==> src/rtl/esl_pkg.sv <==
package esl_pkg;

    localparam int unsigned ERR_W  = 8;
    localparam int unsigned DATA_W = 32;
    localparam int unsigned VEC_W  = 8;

    localparam int unsigned ENT_DS_BIT   = 12;
    localparam int unsigned ENT_MASK_BIT = 16;

    // error bit positions
    localparam int unsigned ERR_TX_CSUM   = 0;
    localparam int unsigned ERR_RX_CSUM   = 1;
    localparam int unsigned ERR_TX_ACCEPT = 2;
    localparam int unsigned ERR_RX_ACCEPT = 3;
    localparam int unsigned ERR_REDIR_BC  = 4;
    localparam int unsigned ERR_TX_BADVEC = 5;
    localparam int unsigned ERR_RX_BADVEC = 6;
    localparam int unsigned ERR_BAD_REG   = 7;

    typedef enum logic {
        TRIG_ANY_NEW    = 1'b0,
        TRIG_FIRST_ONLY = 1'b1
    } trig_policy_e;

    typedef struct packed {
        logic             mask;
        logic             pending;
        logic [VEC_W-1:0] vector;
    } entry_t;

    function automatic logic [DATA_W-1:0] pack_entry(entry_t e);
        logic [DATA_W-1:0] r;
        r = '0;
        r[VEC_W-1:0]   = e.vector;
        r[ENT_DS_BIT]   = e.pending;
        r[ENT_MASK_BIT] = e.mask;
        return r;
    endfunction

    function automatic logic [ERR_W-1:0] fresh_bits(logic [ERR_W-1:0] base,
                                                    logic [ERR_W-1:0] evt);
        return evt & ~base;
    endfunction

endpackage

==> src/rtl/esl_accum.sv <==
module esl_accum
    import esl_pkg::*;
#(
    parameter int unsigned W = ERR_W
) (
    input  logic         clk,
    input  logic         rst,
    input  logic [W-1:0] evt,
    input  logic         copy,
    output logic [W-1:0] hidden_q,
    output logic [W-1:0] status_q,
    output logic [W-1:0] base
);
    // accumulator as seen by this cycle's events (already cleared on copy)
    always_comb base = copy ? '0 : hidden_q;

    always_ff @(posedge clk) begin
        if (rst) begin
            hidden_q <= '0;
            status_q <= '0;
        end else begin
            hidden_q <= base | evt;
            if (copy) status_q <= hidden_q;
        end
    end
endmodule

==> src/rtl/esl_trigger.sv <==
module esl_trigger
    import esl_pkg::*;
#(
    parameter int unsigned  W      = ERR_W,
    parameter trig_policy_e POLICY = TRIG_ANY_NEW
) (
    input  logic [W-1:0] base,
    input  logic [W-1:0] evt,
    output logic         fire
);
    generate
        if (POLICY == TRIG_ANY_NEW) begin : g_any
            always_comb fire = |fresh_bits(base, evt);
        end else begin : g_first
            always_comb fire = (base == '0) && (|evt);
        end
    endgenerate
endmodule

==> src/rtl/esl_entry.sv <==
module esl_entry
    import esl_pkg::*;
#(
    parameter int unsigned DW = DATA_W
) (
    input  logic          clk,
    input  logic          rst,
    input  logic          wr_en,
    input  logic [DW-1:0] wdata,
    input  logic          fire,
    input  logic          ack,
    output entry_t        entry_q
);
    always_ff @(posedge clk) begin
        if (rst) begin
            entry_q.mask    <= 1'b1;
            entry_q.pending <= 1'b0;
            entry_q.vector  <= '0;
        end else begin
            if (wr_en) begin
                entry_q.mask   <= wdata[ENT_MASK_BIT];
                entry_q.vector <= wdata[VEC_W-1:0];
            end
            if (fire && !entry_q.mask)
                entry_q.pending <= 1'b1;
            else if (ack)
                entry_q.pending <= 1'b0;
        end
    end
endmodule

==> src/rtl/err_status_latch.sv <==
module err_status_latch
    import esl_pkg::*;
#(
    parameter int unsigned  ADDR_W      = 2,
    parameter int unsigned  STS_ADDR    = 0,
    parameter int unsigned  ENT_ADDR    = 1,
    parameter trig_policy_e TRIG_POLICY = TRIG_ANY_NEW
) (
    input  logic              clk,
    input  logic              rst,
    input  logic [ERR_W-1:0]  err_evt,
    input  logic              bus_wr,
    input  logic [ADDR_W-1:0] bus_addr,
    input  logic [DATA_W-1:0] bus_wdata,
    output logic [DATA_W-1:0] bus_rdata,
    input  logic              irq_ack,
    output logic              irq_req,
    output logic [VEC_W-1:0]  irq_vector
);
    localparam logic [ADDR_W-1:0] A_STS = ADDR_W'(STS_ADDR);
    localparam logic [ADDR_W-1:0] A_ENT = ADDR_W'(ENT_ADDR);

    logic             sts_wr, ent_wr, fire, mask_w;
    logic [ERR_W-1:0] hidden_q, status_q, base;
    entry_t           entry_q;

    always_comb begin
        sts_wr = bus_wr && (bus_addr == A_STS);
        ent_wr = bus_wr && (bus_addr == A_ENT);
    end

    esl_accum #(.W(ERR_W)) u_accum (
        .clk(clk), .rst(rst), .evt(err_evt), .copy(sts_wr),
        .hidden_q(hidden_q), .status_q(status_q), .base(base)
    );

    esl_trigger #(.W(ERR_W), .POLICY(TRIG_POLICY)) u_trig (
        .base(base), .evt(err_evt), .fire(fire)
    );

    esl_entry #(.DW(DATA_W)) u_entry (
        .clk(clk), .rst(rst), .wr_en(ent_wr), .wdata(bus_wdata),
        .fire(fire), .ack(irq_ack), .entry_q(entry_q)
    );

    always_comb begin
        mask_w     = entry_q.mask;
        irq_req    = entry_q.pending;
        irq_vector = entry_q.vector;
        if (bus_addr == A_STS)
            bus_rdata = {{(DATA_W-ERR_W){1'b0}}, status_q};
        else if (bus_addr == A_ENT)
            bus_rdata = pack_entry(entry_q);
        else
            bus_rdata = '0;
    end
endmodule

==> config.mk <==
export PLATFORM = sky130hd
export DESIGN_NAME = err_status_latch
export DESIGN_NICKNAME = d
export VERILOG_FILES = /design/src/rtl/esl_pkg.sv /design/src/rtl/esl_accum.sv /design/src/rtl/esl_trigger.sv /design/src/rtl/esl_entry.sv /design/src/rtl/err_status_latch.sv
export SDC_FILE = /design/constraint.sdc
export NUM_CORES = 1
export LEC_CHECK = 0
export BUFFER_PORTS_ARGS = -buffer_cell sky130_fd_sc_hd__buf_2
export CAP_MARGIN = 20
export CORE_MARGIN = 1
export CORE_UTILIZATION = 42
export CTS_CLUSTER_DIAMETER = 120
export DETAILED_ROUTE_END_ITERATION = 16
export MAX_ROUTING_LAYER = met4
export PLACE_DENSITY = 0.81
export SLEW_MARGIN = 20
export SYNTH_ARGS = -nofsm -noshare
export SYNTH_HDL_FRONTEND = slang
export SYNTH_SLANG_ARGS = --single-unit
==> constraint.sdc <==
create_clock -name clk -period 1.1 [get_ports clk]
set_clock_uncertainty 0.05 [all_clocks]
set_input_delay 0.055 -clock clk [delete_from_list [all_inputs] [get_ports clk]]
set_output_delay 0.055 -clock clk [all_outputs]
set_load 0.005 [all_outputs]
Yosys cells after proc, flatten, opt, wreduce, memory -nomap -nowiden

Index checks and enable logic that the tools add are counted.
Widths: inputs -> output; s select.

Eq/ne operators: 1
Mux-type cells: 5
Bitwise operators: 3
Reductions and logical operators: 7

Operators with widths:

| kind               | number |
|---|---|
| $mux 17            | 2 |
| $and 8x8->8        | 1 |
| $mux 8             | 1 |
| $not 8->8          | 1 |
| $or 8x8->8         | 1 |
| $reduce_or 8->1    | 1 |
| $logic_and 1x1->1  | 3 |
| $eq 2x1->1 const B | 1 |
| $logic_not 2->1    | 1 |
| $mux 1             | 2 |
| $reduce_bool 2->1  | 1 |
| $logic_not 1->1    | 1 |

Bits in registers: 26
Input port bits: 46
Logic and storage cells: 21

Logic depth before layout (Yosys ltp)

Depth in word-level cells: 8
Depth in mapped cells: 6

By module

From an unflattened synthesis, not the netlist that was laid out.

Cells, all modules: 142
Area total of the unflattened synthesis: 1366.3 µm²

By module, submodules not included:

| module           | times used | cells an instance | area each (µm²) | sequential area each (µm²) |
|---|---|---|---|---|
| esl_accum        | 1          | 50                | 606.8           | 320.3 |
| esl_entry        | 1          | 33                | 361.6           | 200.2 |
| err_status_latch | 1          | 46                | 335.3           | 0.0 |
| esl_trigger      | 1          | 13                | 62.6            | 0.0 |

Least setup slack after synthesis

Ideal clock, no wire load.

Path type: in2reg
From: input bus_addr[1]
To: register u_entry.entry_q[8] (netlist name)
Setup time: 126 ps
Arrival time: 847 ps
Required time: 924 ps
Setup slack: 77 ps
Cell stages on the path: 6
Path buffers: 2
Cells stage by stage: buf_4 > nor2_4 > and2_4 > buf_6 > a2111oi_4 > o31ai_1

Word-level cells in the longest chain between the ends: 8
Elaborated cells on any way between the ends: 9
Classes of those cells: mux: 2; bitwise: 2; reduce/logical: 5

RTL lines:

| what                                        | line                   | source |
|---|---|---|
| from (decl)                                 | err_status_latch.sv:13 | `input logic [ADDR_W-1:0] bus_addr,` |
| $logic_not 2->1 *                           | err_status_latch.sv:28 | `sts_wr = bus_wr && (bus_addr == A_STS);` |
| $logic_and 1x1->1 *                         | err_status_latch.sv:28 |  |
| $mux 8 *                                    | esl_accum.sv:15        | `always_comb base = copy ? '0 : hidden_q;` |
| $not 8->8 *                                 | esl_pkg.sv:42          | `return evt & ~base;` |
| $and 8x8->8 *                               | esl_pkg.sv:42          |  |
| $reduce_or 8->1 *                           | esl_trigger.sv:13      | `always_comb fire = \|fresh_bits(base, evt);` |
| $logic_and 1x1->1 *                         | esl_entry.sv:24        | `if (fire && !entry_q.mask)` |
| $mux 1 or $reduce_bool 2->1 (tied branches) | -                      |  |

Every way passes the cells marked *; elsewhere a longest branch is shown, timed or not.
A chain may end at the register's enable or synchronous reset.

Final worst setup path

From: register u_entry.entry_q[1] (netlist name)
To: output bus_rdata[1]

Word-level cells in the longest chain between the ends: 2

RTL lines:

| what      | line                   | source |
|---|---|---|
| $mux 17   | err_status_latch.sv:52 | `else if (bus_addr == A_ENT)` |
| $mux 17   | err_status_latch.sv:50 | `if (bus_addr == A_STS)` |
| to (decl) | err_status_latch.sv:15 | `output logic [DATA_W-1:0] bus_rdata,` |

Every way passes these cells.

==> run_results.csv <==
group,metric,value,unit
status,status,"finished clean",
power,p_leak,0.861,nW
worst_setup_path,cp.required,1000,ps
detailed_routing,vias,1230,
synthesis,ys.flop_type,"dfxtp_1",
sta,finalWorstSetupSlack,27.8,ps
detailed_routing,wl_met1,1340,um
placement,pre_cts_ws,-135,ps
final_layout,diodes,0,
cts,numCtsBuffers,3,
synthesis,ys_seq_area_share,37.8,%
cts,htree_levels,1,
synthesis,avgSynthCellArea,7.91,um^2
final_layout,drive_gt1_share,36.3,%
cts,clkSlewWorstSetupHoldPaths,140,ps
grt,grt_use_total,16.9,%
worst_setup_path,cp.arrival,970,ps
final_layout,layout.nets,281,
synthesis,syn_area,1380,um^2
worst_setup_path,reg2regPathDepth,4,
worst_setup_path,critPathLaunchType,"flop",
sta,period_share,97.5,%
power,power_frac_seq,55.6,%
grt,grt_pass1_wl,4440,um
synthesis,yosysWarningCount,0,
power,internal-power,0.00136,W
power,vdd_drop_max,0.000433,V
synthesis,netlist_top_cells_area,"dfxtp_1 38%, buf_4 17%, a21oi_1 8.7%",
placement,hpwl,2150,um
synthesis,yosys.area_share.simple,21.5,%
synthesis,netlist.area_leader.share,37.8,%
power,clkPwrFrac,25.9,%
final_layout,multi_input_area,649,um^2
detailed_routing,highest_layer,"met3",
synthesis,yosysTopAreaCell,"dfxtp_1",
synthesis,synth-compound-area-share,12.8,%
detailed_routing,ant_nets,0,
cts,cts_buffer_depth,2,
power,p_sw_share,25.3,%
sta,maxSlewViolCount,0,
detailed_routing,vias_per_cell,4.42,
synthesis,synth_cells,174,
synthesis,ys_ff_latch,26,
sta,whs,0.833,ps
synthesis,synth_cell_types,24,
final_layout,final_cell_count_no_fill,278,
min_path,whs_endpoint,"u_accum.hidden_q[7]",
worst_setup_path,r2r_start,"u_accum.hidden_q[4]",
detailed_routing,drc,0,
synthesis,synth_common_cells,"31 x buf_4, 29 x nand2_1, 26 x dfxtp_1, 24 x a21oi_1, 17 x nor2_1",
worst_setup_path,crit_fanout,2,
sta,hold_viol_final,0,
detailed_routing,met3_length,128,um
cts,cts_root_buf,"clkbuf_4",
sta,period_needed,1070,ps
min_path,hold_path_class,"input port to flop",
placement,io_buffers,41,
sta,setup_viol_count_final,0,
synthesis,synthArstFlopShare,0,%
synthesis,synth-edff-count,0,
final_layout,areaGrowthSynthToFinish,29.1,%
grt,grt_start_max_net_pins,20,
grt,grt_antenna_before_repair,0,
min_path,hp-start,"err_evt[7]",
detailed_routing,wl_per_cell,10.4,um
final_layout,final_core_util,57.7,%
cts,cts_tree,"done",
die,fp.coreArea,3080,um^2
die,die_h,59.2,um
worst_setup_path,path_class,"flop to output pin",
sta,fmaxAchievable,933,MHz
final_layout,seqCellArea,537,um^2
detailed_routing,routed_wl,2880,um
die,rows,20,
power,comb_power_share,18.5,%
die,start_util,44.7,%
synthesis,yosys.cell_count.top_type,"buf_4",
synthesis,synthMuxAreaShare,5.82,%
power,p_sw,0.000462,W
placement,dp.cells,261,
sta,rsz0062_at_grt,"yes",
die,ioPinCount,87,
grt,grt_pass1_vias,1013,
final_layout,n_fill_cell,284,
die,fp.dieW,59.2,um
worst_setup_path,timing.rr.end,"u_entry.entry_q[8]",
placement,place.gp.congestion,0.784,
synthesis,synthAdderAreaFrac,0,%
cts,clkSinkCount,26,
synthesis,synth_top_family_by_area,"buffers and inverters",
detailed_routing,drt-initial-drc-count,41,
min_path,min_path_cells,4,
worst_setup_path,r2r_slack,40,ps
power,power_density,1030,nW/um^2
die,die_area,3510,um^2
detailed_routing,met2WireLength,1410,um
synthesis,synth-xor-area-share,0,%
worst_setup_path,worst_setup_path_end_kind,"output pin",
cts,clock_latency,310,ps
detailed_routing,drt_pre_antenna_iters,4,
grt,grt_remaining_overflow,0,
flow_run,drv_cap,0,
## cells by family after synthesis
| family | Yosys count |
|---|---|
| flops | 26 |
| other cells | 1 |
| compound gates | 29 |
| mux | 8 |
| buf+inv | 44 |
| simple gates | 66 |
## power groups by stage
stage,Combinational (W),Clock (W),Sequential [W]
global placement,0.000290,0,0.00103
detailed placement,0.000296,0,0.00103
floorplan,0.000230,0,0.00103
CTS,0.000326,0.000485,0.00101
finish,0.000338,0.000473,0.00101
global route,0.000375,0.000524,0.00102
## placed cells by master, fill, tap and decap left out, drive strengths merged
cell / instances
nand3b: 1
dlygate4sd3: 11
o22ai: 2
inv: 5
clkbuf: 4
o31ai: 1
o2111ai: 1
mux2i: 8
nor4: 2
and2b: 1
a2111oi: 1
nand2b: 3
buf: 63
nand3: 9
dfxtp: 26
nor2: 18
nand2: 29
and2: 3
conb: 22
a21oi: 24
## worst max-delay path: stages (launching register included)
cell	delay, ps
dfxtp_2	350
mux2i_1	150
nor2_1	50
buf_2	120
## registers in the layout (all words and copies together), names as in the netlist
register	flops
u_entry.entry_q	10
u_accum.hidden_q	8
u_accum.status_q	8
## routing by layer
metal,track usage (%),up-vias
li1,-,640
met1,20.9,548
met2,29.5,42
met3,2.62,0
met4,2.04,0
met5,-,-
## repair_timing
| action | 4_1_cts | 5_1_grt |
|---|---|---|
| hold buffers | 11 | 0 |
| hold endpoints to repair | 11 | 0 |
| gates resized for setup | 0 | 15 |
| buffers inserted | 0 | 2 |
| setup endpoints to repair | 0 | 9 |
## final cells by class
type | instances | share of cell area [%]
well taps | 44 | 3.10
repair buffers | 74 | 27.0
multi-input cells | 125 | 36.5
inverters | 5 | 1.06
clock buffers | 4 | 2.04
flip-flops and latches | 26 | 30.2
## per-stage QoR
stage                     cell area (um^2)  TNS (ps)  total power (W)
final                                 1780         0          0.00183
after global routing                  1780      -152          0.00192
after CTS                             1730         0          0.00182
after detailed placement              1590      -135          0.00133
after global placement                1590      -116          0.00132
after floorplan                       1460         0          0.00126
## worst max path at each step
stage                              end  depth (start not counted)                from  slack, ps
detailed placement  u_entry.entry_q[8]                          5          err_evt[1]       -140
floorplan           u_entry.entry_q[8]                          6         bus_addr[1]         80
CTS                       bus_rdata[1]                          3  u_entry.entry_q[1]          4
global route              bus_rdata[1]                          3  u_entry.entry_q[1]        -30
global placement    u_entry.entry_q[8]                          5          err_evt[5]       -120
finish                    bus_rdata[1]                          3  u_entry.entry_q[1]         30
(Power assumes the default switching activity.)
